[config.mk]
export PLATFORM = sky130hd
export DESIGN_NAME = uart9_addr_rx
export DESIGN_NICKNAME = d
export VERILOG_FILES = /design/src/rtl/uart9_rx_pkg.sv /design/src/rtl/uart9_rx_sync.sv /design/src/rtl/uart9_rx_frame.sv /design/src/rtl/uart9_rx_match.sv /design/src/rtl/uart9_addr_rx.sv
export SDC_FILE = /design/constraint.sdc
export NUM_CORES = 1
export LEC_CHECK = 0
export ABC_AREA = 1
export BUFFER_PORTS_ARGS = -buffer_cell sky130_fd_sc_hd__buf_2
export CAP_MARGIN = 20
export CORE_ASPECT_RATIO = 0.9
export CORE_MARGIN = 2
export CORE_UTILIZATION = 55
export CTS_BUF_LIST = sky130_fd_sc_hd__clkbuf_8
export DETAILED_ROUTE_END_ITERATION = 8
export HOLD_SLACK_MARGIN = 0.03
export PLACE_DENSITY = 0.85
export SLEW_MARGIN = 15
export SYNTH_ARGS = -nofsm -noshare
export SYNTH_HDL_FRONTEND = slang
export SYNTH_SLANG_ARGS = --single-unit
[constraint.sdc]
create_clock -name clk -period 1.9 [get_ports clk]
set_input_delay 0.57 -clock clk [delete_from_list [all_inputs] [get_ports clk]]
set_output_delay 0.57 -clock clk [all_outputs]
set_load 0.005 [all_outputs]
[src/rtl/uart9_rx_pkg.sv]
package uart9_rx_pkg;

   typedef enum logic [1:0] {
      RX_IDLE  = 2'd0,
      RX_START = 2'd1,
      RX_BITS  = 2'd2,
      RX_STOP  = 2'd3
   } rx_state_t;

endpackage

[src/rtl/uart9_rx_sync.sv]
module uart9_rx_sync #(
   parameter int   STAGES    = 2,
   parameter logic RESET_VAL = 1'b1
) (
   input  logic clk,
   input  logic rst_n,
   input  logic d,
   output logic q
);

   if (STAGES < 1) begin : g_bad_stages
      $error("uart9_rx_sync: STAGES must be at least 1");
   end

   if (STAGES == 1) begin : g_single
      logic ff;
      always_ff @(posedge clk or negedge rst_n) begin
         if (!rst_n) ff <= RESET_VAL;
         else        ff <= d;
      end
      assign q = ff;
   end else begin : g_chain
      logic [STAGES-1:0] ff;
      always_ff @(posedge clk or negedge rst_n) begin
         if (!rst_n) ff <= {STAGES{RESET_VAL}};
         else        ff <= {ff[STAGES-2:0], d};
      end
      assign q = ff[STAGES-1];
   end

endmodule

[src/rtl/uart9_rx_frame.sv]
module uart9_rx_frame
   import uart9_rx_pkg::*;
#(
   parameter int OVS    = 16,
   parameter int DATA_W = 8
) (
   input  logic              clk,
   input  logic              rst_n,
   input  logic              rxd,
   input  logic              os_tick,
   input  logic              nine_bit,
   output logic              frm_valid,
   output logic [DATA_W-1:0] frm_data,
   output logic              frm_bit9,
   output logic              frm_stop
);

   localparam int TW   = (OVS > 1) ? $clog2(OVS) : 1;
   localparam int HALF = OVS / 2;
   localparam int BW   = $clog2(DATA_W + 2);

   if (OVS < 4 || (OVS % 2) != 0) begin : g_bad_ovs
      $error("uart9_rx_frame: OVS must be even and at least 4");
   end
   if (DATA_W < 2) begin : g_bad_width
      $error("uart9_rx_frame: DATA_W must be at least 2");
   end

   rx_state_t         state;
   logic [TW-1:0]     tick_cnt;
   logic [BW-1:0]     bit_cnt;
   logic [DATA_W:0]   sh;
   logic              nine_q;
   logic              rxd_prev;
   logic              at_half;
   logic              at_full;
   logic              last_bit;

   assign at_half  = (tick_cnt == TW'(HALF - 1));
   assign at_full  = (tick_cnt == TW'(OVS - 1));
   assign last_bit = nine_q ? (bit_cnt == BW'(DATA_W)) : (bit_cnt == BW'(DATA_W - 1));

   always_ff @(posedge clk or negedge rst_n) begin
      if (!rst_n) begin
         state     <= RX_IDLE;
         tick_cnt  <= '0;
         bit_cnt   <= '0;
         sh        <= '0;
         nine_q    <= 1'b0;
         rxd_prev  <= 1'b1;
         frm_valid <= 1'b0;
         frm_data  <= '0;
         frm_bit9  <= 1'b0;
         frm_stop  <= 1'b0;
      end else begin
         rxd_prev  <= rxd;
         frm_valid <= 1'b0;
         unique case (state)
            RX_IDLE: begin
               tick_cnt <= '0;
               bit_cnt  <= '0;
               if (!rxd && rxd_prev) begin
                  state  <= RX_START;
                  nine_q <= nine_bit;
               end
            end
            RX_START: begin
               if (os_tick) begin
                  if (at_half) begin
                     tick_cnt <= '0;
                     state    <= rxd ? RX_IDLE : RX_BITS;
                  end else begin
                     tick_cnt <= tick_cnt + 1'b1;
                  end
               end
            end
            RX_BITS: begin
               if (os_tick) begin
                  if (at_full) begin
                     tick_cnt <= '0;
                     sh       <= {rxd, sh[DATA_W:1]};
                     bit_cnt  <= bit_cnt + 1'b1;
                     if (last_bit) state <= RX_STOP;
                  end else begin
                     tick_cnt <= tick_cnt + 1'b1;
                  end
               end
            end
            RX_STOP: begin
               if (os_tick) begin
                  if (at_full) begin
                     tick_cnt  <= '0;
                     frm_valid <= 1'b1;
                     frm_stop  <= rxd;
                     frm_data  <= nine_q ? sh[DATA_W-1:0] : sh[DATA_W:1];
                     frm_bit9  <= nine_q ? sh[DATA_W] : rxd;
                     state     <= RX_IDLE;
                  end else begin
                     tick_cnt <= tick_cnt + 1'b1;
                  end
               end
            end
            default: state <= RX_IDLE;
         endcase
      end
   end

   // a high line at the start-bit midpoint returns the receiver to idle
   a_r2_glitch_to_idle: assert property (@(posedge clk) disable iff (!rst_n)
      (state == RX_START && os_tick && at_half && rxd) |=> (state == RX_IDLE));

   // a frame result lasts a single cycle
   a_r1_valid_single: assert property (@(posedge clk) disable iff (!rst_n)
      frm_valid |=> !frm_valid);

   // a result is produced only on leaving the stop-bit state
   a_r1_valid_from_stop: assert property (@(posedge clk) disable iff (!rst_n)
      $rose(frm_valid) |-> ($past(state) == RX_STOP));

endmodule

[src/rtl/uart9_rx_match.sv]
module uart9_rx_match #(
   parameter int DATA_W = 8
) (
   input  logic [DATA_W-1:0] byte_in,
   input  logic [DATA_W-1:0] own_addr,
   input  logic [DATA_W-1:0] own_mask,
   output logic              masked_hit,
   output logic              bcast_hit
);

   logic [DATA_W-1:0] m_ok;
   logic [DATA_W-1:0] b_ok;

   for (genvar i = 0; i < DATA_W; i++) begin : g_bit
      logic bc_bit;
      assign bc_bit  = own_addr[i] | own_mask[i];
      assign m_ok[i] = ~own_mask[i] | (byte_in[i] ~^ own_addr[i]);
      assign b_ok[i] = ~bc_bit | byte_in[i];
   end

   assign masked_hit = &m_ok;
   assign bcast_hit  = &b_ok;

   always_comb begin
      // an all-ones byte reaches every receiver
      if (&byte_in) a_r7_all_ones_bcast: assert (bcast_hit);
      // the own address always passes the masked test
      if (byte_in == own_addr) a_r6_own_addr_hits: assert (masked_hit);
   end

endmodule

[src/rtl/uart9_addr_rx.sv]
module uart9_addr_rx
   import uart9_rx_pkg::*;
#(
   parameter int OVS         = 16,
   parameter int DATA_W      = 8,
   parameter int SYNC_STAGES = 2
) (
   input  logic              clk,
   input  logic              rst_n,
   input  logic              ser_in,
   input  logic              os_tick,
   input  logic              nine_bit,
   input  logic              mp_en,
   input  logic [DATA_W-1:0] addr_reg,
   input  logic [DATA_W-1:0] addr_mask,
   input  logic              flag_clr,
   output logic [DATA_W-1:0] rx_data,
   output logic              rx_bit9,
   output logic              rx_done,
   output logic              irq
);

   logic              rxd;
   logic              frm_valid;
   logic [DATA_W-1:0] frm_data;
   logic              frm_bit9;
   logic              frm_stop;
   logic              masked_hit;
   logic              bcast_hit;
   logic              filter_ok;
   logic              accept;

   uart9_rx_sync #(.STAGES(SYNC_STAGES), .RESET_VAL(1'b1)) u_sync (
      .clk   (clk),
      .rst_n (rst_n),
      .d     (ser_in),
      .q     (rxd)
   );

   uart9_rx_frame #(.OVS(OVS), .DATA_W(DATA_W)) u_frame (
      .clk       (clk),
      .rst_n     (rst_n),
      .rxd       (rxd),
      .os_tick   (os_tick),
      .nine_bit  (nine_bit),
      .frm_valid (frm_valid),
      .frm_data  (frm_data),
      .frm_bit9  (frm_bit9),
      .frm_stop  (frm_stop)
   );

   uart9_rx_match #(.DATA_W(DATA_W)) u_match (
      .byte_in    (frm_data),
      .own_addr   (addr_reg),
      .own_mask   (addr_mask),
      .masked_hit (masked_hit),
      .bcast_hit  (bcast_hit)
   );

   assign filter_ok = !mp_en || !nine_bit || (frm_bit9 && (masked_hit || bcast_hit));
   assign accept    = frm_valid && frm_stop && filter_ok;

   always_ff @(posedge clk or negedge rst_n) begin
      if (!rst_n) begin
         rx_data <= '0;
         rx_bit9 <= 1'b0;
         rx_done <= 1'b0;
      end else begin
         if (accept) begin
            rx_data <= frm_data;
            rx_bit9 <= frm_bit9;
            rx_done <= 1'b1;
         end else if (flag_clr) begin
            rx_done <= 1'b0;
         end
      end
   end

   assign irq = rx_done;

   // a bad stop bit leaves the outputs alone
   a_r3_bad_stop_dropped: assert property (@(posedge clk) disable iff (!rst_n)
      (frm_valid && !frm_stop) |=> ($stable(rx_data) && $stable(rx_bit9)));

   // with the filter off, a good frame always sets the flag
   a_r4_open_accept: assert property (@(posedge clk) disable iff (!rst_n)
      (frm_valid && frm_stop && !mp_en) |=> rx_done);

   // data frames are ignored while filtering
   a_r5_data_ignored: assert property (@(posedge clk) disable iff (!rst_n)
      (frm_valid && mp_en && nine_bit && !frm_bit9) |=> ($stable(rx_data) && $stable(rx_bit9)));

   // the flag holds until cleared
   a_r9_flag_holds: assert property (@(posedge clk) disable iff (!rst_n)
      (rx_done && !flag_clr) |=> rx_done);

   // a clear without a new frame drops the flag
   a_r9_flag_clears: assert property (@(posedge clk) disable iff (!rst_n)
      (flag_clr && !frm_valid) |=> !rx_done);

   // the flag rises only after a frame result
   a_r9_rise_needs_frame: assert property (@(posedge clk) disable iff (!rst_n)
      $rose(rx_done) |-> $past(frm_valid));

endmodule

Word-level counts from Yosys, hierarchy flattened
Cells that the tools add are included.
- memories kept: 0
- memory bits (read-only): 0
- word-level logic and storage cells: 128
- bits in writable memories: 0
- bits in latches: 0
- bits in registers: 44
- multiplexer cells: 26
- bitwise gates (word level): 48
- magnitude comparators: 0
- equality and inequality tests: 16
- shift operators: 0
- reductions and logical operators: 22
- divide/modulo/power cells: 0
- add/sub/neg operators: 2
- multipliers: 0
- operators with widths (operator ; number):
    4-bit 2-to-1 mux ; 6
    1-bit OR ; 24
    8-bit AND reduction ; 3
    2-bit 2-to-1 mux ; 9
    1-bit NOT ; 16
    2-bit by 1-bit != test with 1-bit output, second input constant ; 6
    4-bit one-hot mux with 3 select lines ; 1
    3-bit AND reduction ; 3
    4-bit by 1-bit adder with 4-bit output, second input constant ; 2
    4-bit by 3-bit equality test with 1-bit output, second input constant ; 2
    4-bit equality test, second input constant ; 2
    8-bit 2-to-1 mux ; 1
    2-bit one-hot mux with 4 select lines ; 1
    4-bit one-hot mux with 2 select lines ; 1
    1-bit XNOR ; 8
    1-bit 2-to-1 mux ; 7
    2-bit != test, second input constant ; 3
    2-bit equality test, second input constant ; 2
    1-bit logical AND ; 4
    2-bit AND reduction ; 2
    2-bit nonzero test ; 2
    1-bit logical NOT ; 3
    1-bit logical OR ; 3
    2-bit by 1-bit equality test with 1-bit output, second input constant ; 1
    2 further kinds ; 2

Depth between registers and ports, before layout
- word-level depth: 9
- gate-level depth with buffers: 12

Modules after synthesis
A second synthesis with hierarchy kept.
- cells, all modules: 272
- area total of the unflattened synthesis: 2203.4 µm²
- by module, submodules not included (module ; times used ; area an instance (µm²) ; cells each):
    uart9_rx_frame ; 1 ; 1497.7 ; 170
    uart9_addr_rx ; 1 ; 419.2 ; 47
    uart9_rx_match ; 1 ; 234.0 ; 53
    uart9_rx_sync ; 1 ; 52.6 ; 2

Worst setup path after synthesis
No wires, ideal clock.
- kind: input-to-reg
- start: input addr_reg[7]
- end: register rx_bit9
- stages: 10
- path slack: 0.469 ns
- arrival: 1.313 ns
- data required time: 1.782 ns
- path buffers: 0
- library setup time: 0.118 ns
- path through: o21ai_0 -> nand2_1 -> nor2_1 -> nand2_1 -> nand2_1 -> nand2_1 -> nand2_4 -> nand2_4 -> nand2_1 -> nand2_1
- cells in the longest elaborated chain, start to end: 8
- elaborated cells on any way between the ends: 11
- those cells by class: 5 x bitwise; 6 x reduce/logical
- RTL lines (item ; RTL line ; text):
    start, declared ; uart9_addr_rx.sv:14 ; input logic [DATA_W-1:0] addr_reg,
    1-bit OR ; uart9_rx_match.sv:16 ; assign bc_bit = own_addr[i] | own_mask[i];
    1-bit NOT ; uart9_rx_match.sv:18 ; assign b_ok[i] = ~bc_bit | byte_in[i];
    1-bit OR ; uart9_rx_match.sv:18 ;
    8-bit AND reduction ; uart9_rx_match.sv:22 ; assign bcast_hit = &b_ok;
    1-bit logical OR (*) ; uart9_addr_rx.sv:60 ; assign filter_ok = !mp_en || !nine_bit || (frm_bit9 && (masked_hit || bcast_hit));
    1-bit logical AND (*) ; uart9_addr_rx.sv:60 ;
    1-bit logical OR (*) ; uart9_addr_rx.sv:60 ;
    1-bit logical AND (*) ; uart9_addr_rx.sv:61 ; assign accept = frm_valid && frm_stop && filter_ok;
    end signal, assigned ; uart9_addr_rx.sv:71 ; rx_bit9 <= frm_bit9;
    end, declared ; uart9_addr_rx.sv:18 ; output logic rx_bit9,
Every way passes the cells marked *; elsewhere a longest branch is shown, timed or not.
A chain may end at the register's enable or synchronous reset.

Worst setup path in the final report
- start: register u_frame.tick_cnt[0]
- end: register u_frame.frm_data[6]
- cells in the longest elaborated chain, start to end: 2
- RTL lines (item ; RTL line ; text):
    start, declared ; uart9_rx_frame.sv:30 ; logic [TW-1:0] tick_cnt;
    start signal, assigned ; uart9_rx_frame.sv:73 ; tick_cnt <= tick_cnt + 1'b1;
    start signal, assigned ; uart9_rx_frame.sv:85 ; tick_cnt <= tick_cnt + 1'b1;
    start signal, assigned ; uart9_rx_frame.sv:99 ; tick_cnt <= tick_cnt + 1'b1;
    4-bit equality test ; uart9_rx_frame.sv:40 ; assign at_full = (tick_cnt == TW'(OVS - 1));
    3-bit AND reduction (no source line) ; n/a ;
    end signal, assigned ; uart9_rx_frame.sv:95 ; frm_data <= nine_q ? sh[DATA_W-1:0] : sh[DATA_W:1];
    end, declared ; uart9_rx_frame.sv:13 ; output logic [DATA_W-1:0] frm_data,
No other way between the ends.

==> impl_metrics.json <==
{
  "status": "completed",
  "antennaDiodeCount": 0,
  "cts_tree": "yes",
  "layout_commonest_cell": "nand2_1",
  "overflow": 0,
  "crit_top_cell": "nor2_2",
  "synth.distinct_cells": 31,
  "cts_hold_buf": 0,
  "min_period_ns": 1.60,
  "postCtsSetupRepairBufs": 0,
  "slowest_delay_ns": 0.41,
  "clock-sinks": 44,
  "antenna_found_initial": 0,
  "routedWlPerCell_um": 12.0,
  "power_uw": 1910,
  "finalCritPeriodShare_pct": 84.0,
  "timing.setup.tns_ns": 0,
  "start_util_pct": 57.9,
  "cts_root_buf": "clkbuf_8",
  "worstPathBufferInverterCount": 1,
  "gp_congestion": 0.816,
  "holdCritPathClass": "primary input to async pin",
  "instances_no_fill": 354,
  "p_per_area_mw_per_mm2": 769,
  "layout-drive-gt1-share_pct": 23.7,
  "via_per_inst": 5.22,
  "dp.cells": 346,
  "placed_cell_area_mm2": 0.00239,
  "cts_buffers": 5,
  "die_area_mm2": 0.00451,
  "end_kind": "flip-flop",
  "grt_max_degree": 45,
  "htreeDepth": 2,
  "hold_viol": 0,
  "cap_violations": 0,
  "p_clk_share_pct": 31.6,
  "power.internal_uw": 1390,
  "path_cells": "ha_1, nand2_1, nor2_2, nand3_1, nor2_2, buf_4, o211ai_1, o21ai_1",
  "worst_slew_pin_slew_ns": 0.583,
  "synth_warnings": 0,
  "synth_seq_cells": 44,
  "ys_seq_area_share_pct": 50.4,
  "p_leak_uw": 0.00130,
  "power_frac_comb_pct": 12.4,
  "rsz0062_at_grt": "false",
  "synthesis.area_mm2": 0.00219,
  "cp.depth": 8,
  "peakVddDrop_v": 0.000495,
  "post-route-cell-area_mm2": 0.00248,
  "drt_iter0_markers": 129,
  "row_count": 21,
  "crit_family": "simple AND/OR/NAND/NOR gates",
  "sw_frac_of_total_pct": 27.2,
  "synth_top_area_share_pct": 46.8,
  "final_cell_mix": "nand2_1 (79), dfrtp_1 (41), buf_2 (33), nand3_1 (26), inv_1 (25)",
  "vias": 1849,
  "core_mm2": 0.00378,
  "crit_type": "flip-flop to flip-flop",
  "yosysTopAreaCell": "dfrtp_1",
  "io_pins": 34,
  "avgSynthCellArea_um2": 8.06,
  "dp_slack_ns": 0.187,
  "synth_fp_nets": 297,
  "io_buffers": 33,
  "hpwl_mm": 3.13,
  "grt_pass1_vias": 1765,
  "grt_pass1_wl_mm": 7.62,
  "power_switching_uw": 519,
  "area_growth_pct": 13.2,
  "skew_ns": 0.00699,
  "fin_ws_ns": 0.305,
  "die_y_um": 63.9,
  "antenna_left": 0,
  "cp-start-kind": "flip-flop",
  "critPathRequiredTime_ns": 2.13,
  "rr_worst_depth": 8,
  "syn-instance-count": 272,
  "pwr-share-seq_pct": 56.1,
  "finalWirelength_mm": 4.26,
  "grt_use_total_pct": 21.7,
  "cp_slowest_cell": "dfrtp_1",
  "cp_data_arrival_time_ns": 1.83,
  "cts_resized": 0,
  "drt_pass1_iterations": 4,
  "dieWidth_um": 70.5,
  "cp_max_fo": 21,
  "setup_violations": 0,
  "slew_headroom_pct": 61.1,
  "clockBufferDepth": 2,
  "max_freq_ghz": 0.627,
  "clock_latency_ns": 0.30,
  "clk_pin_slew_ns": 0.08,
  "synthTopCellsByArea": "dfrtp_1 (47%), nand2_1 (14%), nand3_1 (5.9%)",
  "drc_errors": 0,
  "slew_violations": 0,
  "fin_nets": 332
}
## registers in the layout, indices dropped and copies added, names as in the netlist, named ones only
signal,count
u_frame.sh,9
rx_data,8
u_frame.frm_data,8
u_frame.bit_cnt,4
u_frame.tick_cnt,4
u_sync.g_chain.ff,2
irq,1
rx_bit9,1
u_frame.frm_bit9,1
u_frame.frm_stop,1
u_frame.frm_valid,1
u_frame.nine_q,1
u_frame.rxd_prev,1
u_frame.state,1
## kinds of logic (layout without fill, tap and decap cells)
family	Yosys count	after routing	synth area share, %
compound gates	51	51	13.1
xor+xnor	1	1	0.400
fa+ha+maj	2	2	1.14
buf+inv	46	82	9.02
flops	44	44	50.4
mux	1	1	0.514
simple gates	127	127	25.5
## power groups by stage
stage | registers [uW] | logic, uW | clock network (uW)
after floorplan | 1070 | 165 | 0
after global placement | 1080 | 224 | 0
after detailed placement | 1080 | 239 | 0
after CTS | 1070 | 238 | 622
after global routing | 1080 | 283 | 670
final | 1070 | 236 | 602
## final timing paths
path | from | endpoint | slack [ns]
setup / recovery | u_frame.tick_cnt[0]$_DFFE_PN0P_ | u_frame.frm_data[6]$_DFFE_PN0P_ | 0.30
hold / removal | rst_n | rx_data[5]$_DFFE_PN0P_ | 0.32
setup reg to reg | u_frame.tick_cnt[0]$_DFFE_PN0P_ | u_frame.frm_data[6]$_DFFE_PN0P_ | 0.30
hold reg to reg | u_sync.g_chain.ff[0]$_DFF_PN1_ | u_sync.g_chain.ff[1]$_DFF_PN1_ | 0.36
max in group asynchronous | rst_n | u_sync.g_chain.ff[1]$_DFF_PN1_ | 1.19
min in group clk | u_sync.g_chain.ff[0]$_DFF_PN1_ | u_sync.g_chain.ff[1]$_DFF_PN1_ | 0.36
## metal layers
| layer | wire length, um | part of all wire, % | GRT usage (%) |
|---|---|---|---|
| met2 | 1900 | 45 | 34.4 |
| met5 | 0 | 0 | 0 |
| met1 | 2110 | 49 | 28.6 |
| met3 | 193 | 4.5 | 6.47 |
| met4 | 61 | 1.4 | 7.78 |
## worst register-to-register path: cells and delay by family (launching register included)
family / cells / cell delay (ns)
fa+ha+maj: 1 / 0.20
flops: 1 / 0.41
buf+inv: 1 / 0.23
simple gates: 4 / 0.44
compound gates: 2 / 0.26
## per-stage QoR
step | hold WS (ns) | util (%)
detailed placement | 0.348 | 63.1
global route | 0.340 | 65.6
floorplan | 0.274 | -
global placement | 0.346 | 63.1
CTS | 0.348 | 65.6
finish | 0.323 | 65.6
## synthesized netlist by cell type
master,number
nand2_1,79
o21ai_1,15
nor3_2,2
mux2_2,1
buf_1,1
nand3_1,26
o21ai_2,1
ha_1,2
nor3_1,1
nand2_4,2
inv_1,25
a21oi_2,2
clkinv_2,1
nor2_1,11
buf_4,2
clkinv_1,1
buf_2,3
xor2_1,1
a21oi_1,5
nor2_4,1
dfstp_2,3
nand2_2,1
nor2_2,4
clkinv_4,1
buf_6,1
a211oi_1,1
inv_2,10
o211ai_1,7
dfrtp_1,41
clkbuf_1,1
o21ai_0,20
## final cells by class
type / count / area, um2
fill: 327 / 1300
timing repair buffer: 36 / 188
clock inverter: 2 / 10.0
sequential: 44 / 1100
tap: 46 / 57.6
clock buffer: 6 / 82.6
multi-input combinational: 182 / 890
inverter: 38 / 149
Power figures use the tool's default switching activity.
